### src/rtl/sift_pkg.sv
// Shared types for the key sifting datapath.
// Assumes nothing beyond a single clock domain.
package sift_pkg;

    // One qubit position as seen after measurement.
    typedef struct packed {
        logic tx;     // bit encoded by the sender
        logic rx;     // bit measured by the receiver
        logic match;  // bases agreed
    } qubit_rec_t;

    // Multiplier used to turn an error fraction into percent.
    localparam int unsigned PERCENT_SCALE = 100;

endpackage

### src/rtl/sift_filter.sv
// Sifting stage: keeps matched-basis records, flags disagreements and
// registers each kept bit onto the key output stream.
// Assumes at most one record per cycle; no back-pressure.
module sift_filter
    import sift_pkg::*;
(
    input  logic       clk,
    input  logic       rst_n,
    input  logic       in_valid,
    input  qubit_rec_t rec,
    output logic       kept,
    output logic       err_hit,
    output logic       key_valid,
    output logic       key_bit
);

    logic agree;

    // Equality test between sent and received bits.
    always_comb begin
        agree   = rec.tx ~^ rec.rx;
        kept    = in_valid && rec.match;
        err_hit = kept && !agree;
    end

    // Register the kept bit onto the key stream.
    always_ff @(posedge clk) begin
        if (!rst_n) begin
            key_valid <= 1'b0;
            key_bit   <= 1'b0;
        end else begin
            key_valid <= kept;
            key_bit   <= kept ? rec.rx : 1'b0;
        end
    end

    // a key strobe only follows an accepted matched record.
    p_key_follows_match_r2: assert property (@(posedge clk) disable iff (!rst_n)
        key_valid |-> $past(in_valid && rec.match));

    // an unmatched record never yields a key strobe.
    p_skip_unmatched_r3: assert property (@(posedge clk) disable iff (!rst_n)
        (in_valid && !rec.match) |=> !key_valid);

    // an error is only raised on a kept position.
    p_err_only_kept_r4: assert property (@(posedge clk) disable iff (!rst_n)
        err_hit |-> kept);

endmodule

### src/rtl/sift_counter.sv
// Frame tracker: counts valid records, sifted positions and errors.
// Publishes next-state totals and a frame-end flag for the verdict stage.
// Assumes FRAME_LEN >= 1.
module sift_counter #(
    parameter int unsigned FRAME_LEN = 64,
    localparam int unsigned CNT_W    = $clog2(FRAME_LEN + 1)
) (
    input  logic             clk,
    input  logic             rst_n,
    input  logic             frame_start,
    input  logic             in_valid,
    input  logic             kept,
    input  logic             err_hit,
    output logic [CNT_W-1:0] err_next,
    output logic [CNT_W-1:0] sift_next,
    output logic             frame_end
);

    localparam logic [CNT_W-1:0] LAST_POS = CNT_W'(FRAME_LEN - 1);

    logic [CNT_W-1:0] pos_q, err_q, sift_q;
    logic [CNT_W-1:0] pos_base, err_base, sift_base;

    // Restart point: frame_start wipes the partial frame this cycle.
    always_comb begin
        pos_base  = frame_start ? '0 : pos_q;
        err_base  = frame_start ? '0 : err_q;
        sift_base = frame_start ? '0 : sift_q;
        err_next  = err_base + CNT_W'(err_hit);
        sift_next = sift_base + CNT_W'(kept);
        frame_end = in_valid && (pos_base == LAST_POS);
    end

    // Advance or clear the running totals.
    always_ff @(posedge clk) begin
        if (!rst_n) begin
            pos_q  <= '0;
            err_q  <= '0;
            sift_q <= '0;
        end else if (frame_end) begin
            pos_q  <= '0;
            err_q  <= '0;
            sift_q <= '0;
        end else if (in_valid) begin
            pos_q  <= pos_base + 1'b1;
            err_q  <= err_next;
            sift_q <= sift_next;
        end else if (frame_start) begin
            pos_q  <= '0;
            err_q  <= '0;
            sift_q <= '0;
        end
    end

    // errors never outnumber sifted positions.
    p_err_le_sift_r4: assert property (@(posedge clk) disable iff (!rst_n)
        err_q <= sift_q);

    // the position never reaches the frame length.
    p_pos_bound_r5: assert property (@(posedge clk) disable iff (!rst_n)
        pos_q < CNT_W'(FRAME_LEN));

    // an idle cycle without restart leaves the totals alone.
    p_idle_hold_r3: assert property (@(posedge clk) disable iff (!rst_n)
        (!in_valid && !frame_start) |=> $stable(sift_q) && $stable(err_q));

endmodule

### src/rtl/sift_verdict.sv
// Verdict stage: at frame end, latches the totals and decides whether
// the key must be resent. Uses cross-multiplication in place of a divide.
// Assumes THRESH_PCT <= 100.
module sift_verdict
    import sift_pkg::*;
#(
    parameter int unsigned CNT_W      = 7,
    parameter int unsigned THRESH_PCT = 11,
    parameter int unsigned FRAME_LEN  = 64,
    localparam int unsigned PROD_W    = CNT_W + 8
) (
    input  logic             clk,
    input  logic             rst_n,
    input  logic             frame_end,
    input  logic [CNT_W-1:0] err_next,
    input  logic [CNT_W-1:0] sift_next,
    output logic             done,
    output logic [CNT_W-1:0] err_count,
    output logic [CNT_W-1:0] sift_count,
    output logic             resend
);

    localparam logic [PROD_W-1:0] SCALE = PROD_W'(PERCENT_SCALE);
    localparam logic [PROD_W-1:0] THR   = PROD_W'(THRESH_PCT);

    logic [PROD_W-1:0] err_pct, thr_lim;
    logic              verdict;

    // Compare scaled errors with scaled threshold; empty key forces resend.
    always_comb begin
        err_pct = PROD_W'(err_next) * SCALE;
        thr_lim = PROD_W'(sift_next) * THR;
        verdict = (sift_next == '0) || (err_pct > thr_lim);
    end

    // Latch the frame result and pulse done.
    always_ff @(posedge clk) begin
        if (!rst_n) begin
            done       <= 1'b0;
            err_count  <= '0;
            sift_count <= '0;
            resend     <= 1'b0;
        end else begin
            done <= frame_end;
            if (frame_end) begin
                err_count  <= err_next;
                sift_count <= sift_next;
                resend     <= verdict;
            end
        end
    end

    // an empty sifted key always asks for a resend.
    p_empty_resend_r8: assert property (@(posedge clk) disable iff (!rst_n)
        (done && sift_count == '0) |-> resend);

    // results hold between done pulses.
    p_hold_r6: assert property (@(posedge clk) disable iff (!rst_n)
        !done |-> $stable(err_count) && $stable(sift_count) && $stable(resend));

    // done is a single-cycle pulse when a frame spans several records.
    generate
        if (FRAME_LEN > 1) begin : g_pulse
            p_done_pulse_r5: assert property (@(posedge clk) disable iff (!rst_n)
                done |=> !done);
        end
    endgenerate

endmodule

### src/rtl/key_sift_monitor.sv
// Top: sifts a stream of qubit records, emits the sifted key and judges
// each frame of FRAME_LEN valid records for eavesdropping.
// Assumes one record per cycle at most and a synchronous active-low reset.
module key_sift_monitor
    import sift_pkg::*;
#(
    parameter int unsigned FRAME_LEN  = 64,
    parameter int unsigned THRESH_PCT = 11,
    localparam int unsigned CNT_W     = $clog2(FRAME_LEN + 1)
) (
    input  logic             clk,
    input  logic             rst_n,
    input  logic             frame_start,
    input  logic             in_valid,
    input  logic             in_tx_bit,
    input  logic             in_rx_bit,
    input  logic             in_basis_match,
    output logic             key_valid,
    output logic             key_bit,
    output logic             done,
    output logic [CNT_W-1:0] err_count,
    output logic [CNT_W-1:0] sift_count,
    output logic             resend
);

    qubit_rec_t       rec;
    logic             kept, err_hit, frame_end;
    logic [CNT_W-1:0] err_next, sift_next;

    // Pack the incoming record.
    always_comb begin
        rec.tx    = in_tx_bit;
        rec.rx    = in_rx_bit;
        rec.match = in_basis_match;
    end

    sift_filter u_filter (
        .clk       (clk),
        .rst_n     (rst_n),
        .in_valid  (in_valid),
        .rec       (rec),
        .kept      (kept),
        .err_hit   (err_hit),
        .key_valid (key_valid),
        .key_bit   (key_bit)
    );

    sift_counter #(.FRAME_LEN(FRAME_LEN)) u_counter (
        .clk         (clk),
        .rst_n       (rst_n),
        .frame_start (frame_start),
        .in_valid    (in_valid),
        .kept        (kept),
        .err_hit     (err_hit),
        .err_next    (err_next),
        .sift_next   (sift_next),
        .frame_end   (frame_end)
    );

    sift_verdict #(
        .CNT_W      (CNT_W),
        .THRESH_PCT (THRESH_PCT),
        .FRAME_LEN  (FRAME_LEN)
    ) u_verdict (
        .clk        (clk),
        .rst_n      (rst_n),
        .frame_end  (frame_end),
        .err_next   (err_next),
        .sift_next  (sift_next),
        .done       (done),
        .err_count  (err_count),
        .sift_count (sift_count),
        .resend     (resend)
    );

    // nothing is reported in the cycle after a reset edge.
    p_reset_quiet_r1: assert property (@(posedge clk)
        !rst_n |=> !done && !key_valid && !resend);

endmodule

### config.mk
export PLATFORM = sky130hd
export DESIGN_NAME = key_sift_monitor
export DESIGN_NICKNAME = d
export VERILOG_FILES = /design/src/rtl/sift_pkg.sv /design/src/rtl/sift_filter.sv /design/src/rtl/sift_counter.sv /design/src/rtl/sift_verdict.sv /design/src/rtl/key_sift_monitor.sv
export SDC_FILE = /design/constraint.sdc
export NUM_CORES = 1
export LEC_CHECK = 0
export ABC_AREA = 1
export BUFFER_PORTS_ARGS = -buffer_cell sky130_fd_sc_hd__buf_2
export CORE_UTILIZATION = 65
export DETAILED_ROUTE_END_ITERATION = 16
export MAX_ROUTING_LAYER = met4
export PLACE_DENSITY = 0.85
export SLEW_MARGIN = 5
export SYNTH_ARGS = -nofsm -noshare
export SYNTH_HDL_FRONTEND = slang
export SYNTH_SLANG_ARGS = --single-unit
### constraint.sdc
create_clock -name clk -period 12.04 [get_ports clk]
set_input_delay 1.806 -clock clk [delete_from_list [all_inputs] [get_ports clk]]
set_output_delay 1.806 -clock clk [all_outputs]
set_load 0.01 [all_outputs]
# --- Word-level counts from Yosys, hierarchy flattened ---
# Cells that the tools add are included.
totals:
  word_cells: 32
  output_inout_bits: 18
  regBits: 39
op_classes:
  muxes: 6
  addsub: 3
  reduce_logical: 8
  magnitude_cmp: 1
  n_mul: 2
  n_eq_ne: 1
  bitwise_logic: 2
ops:
  columns: ["operator", "count"]
  rows:
  - ["two-way mux 7 bit", 6]
  - ["adder 7 x 1 -> 7 bit", 2]
  - ["greater-than comparator 14 x 11 -> 1 bit", 1]
  - ["multiplier 7 x 5 -> 12 bit (second input constant)", 1]
  - ["multiplier 7 x 4 -> 11 bit (second input constant)", 1]
  - ["adder 7 x 1 -> 7 bit (second input constant)", 1]
  - ["== test 7 x 6 -> 1 bit (second input constant)", 1]
  - ["zero test 7 bit", 1]
  - ["logical AND 1 bit", 3]
  - ["AND reduction 2 bit", 1]
  - ["OR reduction 2 bit", 1]
  - ["zero test 1 bit", 1]
  - ["logical OR 1 bit", 1]
  - ["inverter 1 bit", 1]
  - ["XNOR 1 bit", 1]

# --- Depth between registers and ports, before layout ---
# Gate-level depths: netlist of run 1.
depth:
  ltp_word: 7
  ltp_mapped: 34
  depth_no_buf: 33

# --- Cells and area by module ---
# A second synthesis of run 1 with hierarchy kept.
unflattened:
  hier_cells: 450
  area_unflattened_um2: 3258.1
by_module_without_submodules:
  columns: ["mod", "instances", "area_per_inst_um2", "seq_area_each_um2", "cells_per_inst"]
  rows:
  - ["sift_verdict", 1, 1924.3, 320.3, 255]
  - ["sift_counter", 1, 1242.4, 420.4, 183]
  - ["sift_filter", 1, 91.3, 40.0, 12]

# --- Worst setup path before layout of run 1 ---
# Ideal clock, no wire load.
synth_path:
  path_type: "input -> register"
  start: "input port in_valid"
  end: "register u_verdict.resend"
  setup_ns: 0.112
  cell_stages: 30
  arrival_ns: 5.718
  setup_slack_ns: 6.209
  path_buffers: 1
  t_required_ns: 11.928
  cell_sequence: "clkbuf_1 -> nand2_1 -> nor2_1 -> ha_1 -> ha_1 -> or2_2 -> nand2_1 -> inv_1 -> ha_1 -> ha_1 -> inv_1 -> fa_1 -> inv_1 -> ha_1 -> a21oi_1 -> nand2_1 -> xor2_1 -> ha_1 -> nand2_1 -> inv_1 -> nand3_1 -> nor2_1 -> nor2_1 -> nand2_1 -> nand2_1 -> nand2_1 -> o21ai_0 -> nand2_1 -> nand2_1 -> nand2_1"
synth_via:
  elab_chain_cells: 6
synth_rtl:
  columns: ["element", "line", "rtl"]
  rows:
  - ["start, declared", "key_sift_monitor.sv:14", "input logic in_valid,"]
  - ["logical AND 1 bit", "sift_filter.sv:22", "kept = in_valid && rec.match;"]
  - ["logical AND 1 bit", "sift_filter.sv:23", "err_hit = kept && !agree;"]
  - ["adder 7 x 1 -> 7 bit", "sift_counter.sv:29", "err_next = err_base + CNT_W'(err_hit);"]
  - ["net err_next[2]", "key_sift_monitor.sv:28", "logic [CNT_W-1:0] err_next, sift_next;"]
  - ["multiplier 7 x 5 -> 12 bit", "sift_verdict.sv:31", "err_pct = PROD_W'(err_next) * SCALE;"]
  - ["greater-than comparator 14 x 11 -> 1 bit", "sift_verdict.sv:33", "verdict = (sift_next == '0) || (err_pct > thr_lim);"]
  - ["logical OR 1 bit", "sift_verdict.sv:33", null]
  - ["end signal, assigned", "sift_verdict.sv:48", "resend <= verdict;"]
  - ["end, declared", "sift_verdict.sv:20", "output logic resend"]
# The timed path passes the listed nets, and every way through them passes these cells.
# A chain may end at the register's enable or synchronous reset.

# --- Worst setup path in the final report of run 1 ---
layout_path:
  start: "input port in_valid"
  end: "register u_verdict.resend"
layout_rtl:
  columns: ["element", "line", "rtl"]
  rows:
  - ["logical AND 1 bit *", "sift_filter.sv:22", null]
  - ["net kept", "key_sift_monitor.sv:27", "logic kept, err_hit, frame_end;"]
  - ["adder 7 x 1 -> 7 bit *", "sift_counter.sv:30", "sift_next = sift_base + CNT_W'(kept);"]
  - ["net sift_next[4]", "key_sift_monitor.sv:28", null]
  - ["multiplier 7 x 4 -> 11 bit", "sift_verdict.sv:32", "thr_lim = PROD_W'(sift_next) * THR;"]
  - ["greater-than comparator 14 x 11 -> 1 bit", "sift_verdict.sv:33", null]
  - ["logical OR 1 bit *", "sift_verdict.sv:33", null]
# The timed path passes the listed nets; every way through them passes the cells marked *.

==> results of run 1 <==
==> kinds of logic (layout without fill, tap and decap cells) <==
logic type / after synthesis / in the layout / share of synthesized area
AOI/OAI and AO/OA: 63 / 63 / 0.1071
xor gates and xnor gates: 16 / 16 / 0.04921
adders and majority gates: 62 / 62 / 0.2603
buffers and inverters: 85 / 108 / 0.1083
DFF: 39 / 39 / 0.2476
and+or+nand+nor: 164 / 164 / 0.2274
==> layer usage <==
layer  track usage  vias to the layer above
met5             -                        -
met4       0.07843                        0
met3       0.04641                       13
met2        0.4675                       84
met1        0.3506                     1228
li1              -                     1428
==> area by class of cell <==
cell class	count	area share
multi-input combinational	305	0.5947
inverter	76	0.08355
clock inverter	2	0.01759
sequential	39	0.2287
clock buffer	6	0.02125
tap	52	0.01905
timing repair buffer	24	0.03518
==> registers in the layout, summed over array words and instances (netlist names) <==
| register | flops |
|---|---|
| u_verdict.done | 1 |
| u_verdict.err_count | 7 |
| u_verdict.sift_count | 7 |
| u_filter.key_bit | 1 |
| u_counter.sift_q | 7 |
| u_counter.pos_q | 7 |
| u_filter.key_valid | 1 |
| u_counter.err_q | 7 |
| u_verdict.resend | 1 |
==> metrics by stage <==
step / setup slack [ns] / util
2_1_floorplan: 6.209 / -
4_1_cts: 5.955 / 0.7581
3_3_place_gp: 5.857 / 0.7286
6_report: 5.944 / 0.7581
5_1_grt: 5.412 / 0.7581
3_5_place_dp: 5.690 / 0.7286
==> power groups by stage <==
stage          clock, mW  sequential [mW]  combinational, mW
2_1_floorplan          0            0.134             0.0292
6_report           0.130            0.131             0.0380
3_5_place_dp           0            0.134             0.0377
4_1_cts            0.129            0.131             0.0380
3_3_place_gp           0            0.134             0.0359
5_1_grt            0.137            0.132             0.0434
==> worst max-delay path: cells and delay by family <==
family / cells / cell delay [ns]
AO/OA/AOI/OAI: 5 / 0.78
adder cells (fa/ha/maj): 6 / 1.85
buffers and inverters: 7 / 0.70
AND/OR/NAND/NOR: 12 / 0.98
XOR/XNOR: 1 / 0.16
==> worst paths after layout <==
| check | startpoint | to | slack [ns] |
|---|---|---|---|
| max reg2reg | u_counter.sift_q[0] | u_verdict.resend | 7.56 |
| max | in_valid | u_verdict.resend | 5.94 |
| min reg2reg | u_verdict.err_count[3] | u_verdict.err_count[3] | 0.46 |
| min | u_verdict.err_count[3] | u_verdict.err_count[3] | 0.46 |
==> synthesized netlist by cell type (all sizes together) <==
library cell	instances
nand4	7
nor3b	1
or2	2
a211oi	2
and3	1
nand2	101
nand3b	2
a31oi	1
nand3	19
xnor2	5
xor2	11
nor2	29
o21ai	23
buf	6
nor3	2
clkbuf	3
o211ai	1
o21bai	1
fa	6
ha	56
a22o	3
inv	76
a21oi	32
dfxtp	39
==> impl_metrics.env, run 1 <==
export IMPL_layout_common_cells="97 x nand2_1, 74 x inv_1, 56 x ha_1"
export IMPL_synth_area_leaders="dfxtp_1 25%, ha_1 22%, nand2_1 12%, inv_1 8.8%, a21oi_1 5.1%"
export IMPL_hold_viol=0
export IMPL_power_frac_comb=0.127
export IMPL_drive_gt1_frac=0.1018
export IMPL_clkTransAtPathRegs_ns=0.08
export IMPL_p_clk_frac=0.435
export IMPL_hold_buffers=0
export IMPL_num_fill_cells=332
export IMPL_drc=0
export IMPL_status="complete, no violations"
export IMPL_multi_input_area_um2=2031
export IMPL_placedCellCount=496
export IMPL_cp_arrival_ns=6.29
export IMPL_root_buffer="clkbuf_8"
export IMPL_wl_met3_um=366
export IMPL_gr_total_overflow=0
export IMPL_relSlewSlack=0.6259
export IMPL_cts_made_buffers=5
export IMPL_insertedDiodeCount=0
export IMPL_synth_area_um2=3153
export IMPL_wl_per_cell_um=13.08
export IMPL_wl_met2_um=3086
export IMPL_rsz0062_at_grt="no"
export IMPL_reg2reg_depth=30
export IMPL_num_rows=24
export IMPL_io_buffers=24
export IMPL_syn_num_nets=498
export IMPL_route_vias_total=2753
export IMPL_final_min_clock_period_ns=6.096
export IMPL_fin_crit_sh=0.5063
export IMPL_fin_hold_ws_ns=0.4589
export IMPL_powerDensity_nw_per_um2=87.79
export IMPL_syn2layout_area_growth_pct=8.293
export IMPL_syn_instance_count=429
export IMPL_regArea_um2=780.7
export IMPL_cts_sinks=39
export IMPL_hold_path_class="reg -> reg"
export IMPL_total_power_uw=299.8
export IMPL_max_cap_viol_count=0
export IMPL_initial_core_util=0.7000
export IMPL_die_x_um=71.65
export IMPL_routed_top_layer="met4"
export IMPL_cpPeakStageDelay_ns=0.50
export IMPL_power_leakage_nw=1.867
export IMPL_dr_pass1_iters=4
export IMPL_stdcell_count=504
export IMPL_yosysSeqAreaShare=0.2476
export IMPL_swShare=0.2436
export IMPL_finalSetupTns_ns=0
export IMPL_end_kind="flop"
export IMPL_min_path_cells=2
export IMPL_gp_congestion=0.9185
export IMPL_synth_cell_type_count=34
export IMPL_maxSlewViolCount=0
export IMPL_p_seq_frac=0.439
export IMPL_internal_power_uw=226.7
export IMPL_ctsResizeCount=0
export IMPL_p_sw_uw=73.03
export IMPL_cp_start_kind="input port"
export IMPL_required_ns=12.24
export IMPL_dpl_hpwl_um=5042
export IMPL_ios=25
export IMPL_synth_top_area_frac=0.2476
export IMPL_num_nets_final=520
export IMPL_ys_warn_count=0
export IMPL_die_area_um2=5133
export IMPL_cp_slowest_cell="fa_1"
export IMPL_antenna_found_initial=0
export IMPL_die_h_um=71.65
export IMPL_core_area_um2=4504
export IMPL_fmax_mhz=164.0
export IMPL_routed_via_density=5.462
export IMPL_worst_slew_pin_slew_ns=0.5596
export IMPL_ir_worst_vdd_mv=0.09392
export IMPL_final_area_um2=3415
export IMPL_placed_area_um2=3282
export IMPL_grt_max_degree=22
export IMPL_drtIter0Drc=155
export IMPL_worst_path_max_fanout=21
export IMPL_cts_tree="built"
export IMPL_cpMostUsedCell="nand2_1"
export IMPL_clock_latency_ns=0.29
export IMPL_critical_path_class="in -> reg"
export IMPL_syn_mean_instance_area_um2=7.350
export IMPL_htree_levels=2
export IMPL_wl_met1_um=3039
export IMPL_setup_viol=0
export IMPL_grt_pass1_wl_um=11120
export IMPL_synth_seq_cells=39
export IMPL_yosysTopAreaCell="dfxtp_1"
export IMPL_clockBufferDepth=2
export IMPL_drt_total_wl_um=6591
export IMPL_grt_pass1_vias=2591
export IMPL_clock_skew_ns=0.009589
export IMPL_grtUsageTotal=0.2802
export IMPL_ant_nets=0
export IMPL_post_cts_setup_buffers=0
export IMPL_final_common_cell="nand2_1"
No activity file was read; power rests on OpenSTA's default activity.
==> run 2: changes to the inputs <==
CORE_UTILIZATION = 55   (was 65)
PLACE_DENSITY = 0.77   (was 0.85)
clock period = 5.1 ns   (was 12.04 ns; I/O delays follow)
==> impl_metrics.env, run 2 (synthesized netlist as in run 1, its figures left out) <==
export IMPL_fin_util=0.6253
export IMPL_clock_skew_ns=0.005364
export IMPL_hold_path_class="reg -> reg"
export IMPL_route_vias_total=2742
export IMPL_grt_pass1_wl_um=11230
export IMPL_fin_crit_sh=0.9353
export IMPL_max_cap_viol_count=0
export IMPL_cp_start_kind="input port"
export IMPL_clkTransAtPathRegs_ns=0.08
export IMPL_maxSlewViolCount=0
export IMPL_placedCellCount=521
export IMPL_htree_levels=2
export IMPL_cp_arrival_ns=4.98
export IMPL_clock_latency_ns=0.30
export IMPL_r2r_end="u_verdict.resend"
export IMPL_drt_total_wl_um=6468
export IMPL_layout_common_cells="96 x nand2_1, 74 x inv_1, 56 x ha_1"
export IMPL_core_area_um2=5507
export IMPL_grt_pass1_vias=2576
export IMPL_cts_made_buffers=5
export IMPL_worst_slew_pin_slew_ns=0.5498
export IMPL_num_nets_final=526
export IMPL_clockBufferDepth=2
export IMPL_ir_worst_vdd_mv=0.1354
export IMPL_ios=25
export IMPL_cp_slowest_cell="fa_1"
export IMPL_grt_max_degree=22
export IMPL_placed_area_um2=3344
export IMPL_drc=0
export IMPL_final_min_clock_period_ns=4.770
export IMPL_reg2reg_depth=29
export IMPL_status="complete, no violations"
export IMPL_drive_gt1_frac=0.1157
export IMPL_cpPeakStageDelay_ns=0.50
export IMPL_fmax_mhz=209.6
export IMPL_r2r_setup_slack_ns=0.73
export IMPL_ant_nets=0
export IMPL_dr_pass1_iters=4
export IMPL_cts_tree="built"
export IMPL_initial_core_util=0.5726
export IMPL_syn2layout_area_growth_pct=9.206
export IMPL_powerDensity_nw_per_um2=177.3
export IMPL_root_buffer="clkbuf_8"
export IMPL_antenna_found_initial=0
export IMPL_crit_end="u_verdict.resend"
export IMPL_num_fill_cells=469
export IMPL_die_area_um2=6040
export IMPL_grtUsageTotal=0.2392
export IMPL_gr_total_overflow=0
export IMPL_num_rows=27
export IMPL_io_buffers=24
export IMPL_final_common_cell="nand2_1"
export IMPL_cpMostUsedCell="nand2_1"
export IMPL_startpoint="in_rx_bit"
export IMPL_cts_sinks=39
export IMPL_drtIter0Drc=144
export IMPL_gp_congestion=0.8186
export IMPL_die_h_um=77.72
export IMPL_setup_viol=0
export IMPL_required_ns=5.30
export IMPL_routed_via_density=5.174
export IMPL_dpl_hpwl_um=4952
export IMPL_worst_path_max_fanout=4
export IMPL_insertedDiodeCount=0
export IMPL_stdcell_count=530
export IMPL_r2r_start="u_counter.err_q[0]"
export IMPL_wl_per_cell_um=12.20
export IMPL_critical_path_class="in -> reg"
export IMPL_hold_viol=0
export IMPL_die_x_um=77.72
export IMPL_end_kind="flop"
export IMPL_final_area_um2=3443
export IMPL_power_leakage_nw=1.880
export IMPL_relSlewSlack=0.6324
[run 2: metrics by stage]
stage	worst slack (ns)	hold WS, ns	setup TNS (ns)	power, mW
finish	0.3298	0.4611	0	0.6103
global route	-0.0009872	0.4753	-0.0009872	0.6406
CTS	0.3503	0.4594	0	0.6115
detailed placement	0.05778	0.4451	0	0.4072
global placement	0.1744	0.4359	0	0.4047
floorplan	0.3104	0.4745	0	0.3864
[run 2: critical path: cells and delay by family]
family / cells / cell delay, ns
AND/OR/NAND/NOR: 14 / 1.20
buffers and inverters: 5 / 0.35
adder cells (fa/ha/maj): 7 / 2.15
XOR/XNOR: 2 / 0.30
AO/OA/AOI/OAI: 2 / 0.21
[run 2: routing by layer]
| metal | wire length, µm | vias up | global-route usage |
|---|---|---|---|
| met5 | 0 | - | - |
| met4 | 76 | 0 | 0.06226 |
| met3 | 188 | 8 | 0.03765 |
| met2 | 3015 | 40 | 0.3938 |
| met1 | 3188 | 1262 | 0.3052 |
| li1 | - | 1432 | - |
[run 2: how the worst min path moves through the flow]
stage	start	endpoint	slack (ns)	depth (start not counted)
floorplan	u_verdict.resend	u_verdict.resend	0.47	2
global placement	u_verdict.err_count[3]	u_verdict.err_count[3]	0.44	2
detailed placement	u_verdict.err_count[5]	u_verdict.err_count[5]	0.45	2
CTS	u_verdict.err_count[5]	u_verdict.err_count[5]	0.46	2
global route	u_verdict.err_count[5]	u_verdict.err_count[5]	0.48	2
finish	u_verdict.err_count[5]	u_verdict.err_count[5]	0.46	2
[run 2: power breakdown]
| part | internal (mW) | switching, mW |
|---|---|---|
| Sequential | 0.309 | 0.00171 |
| Combinational | 0.0330 | 0.0589 |
| Clock | 0.0961 | 0.112 |
[run 2: timing repair]
action	4_1_cts	5_1_grt
resized for setup	0	3
hold buffers	0	0
buffers inserted	0	1
endpoints found under the setup margin	0	1
[run 2: layout make-up]
type	instances	area, µm²	share of cell area
Clock buffer	7	76.32	0.02217
Inverter	76	285.3	0.08285
Multi-Input combinational cell	305	2041	0.5927
Clock inverter	1	5.005	0.001453
Timing Repair Buffer	30	165.2	0.04797
Sequential cell	39	780.7	0.2267
Tap cell	72	90.09	0.02616
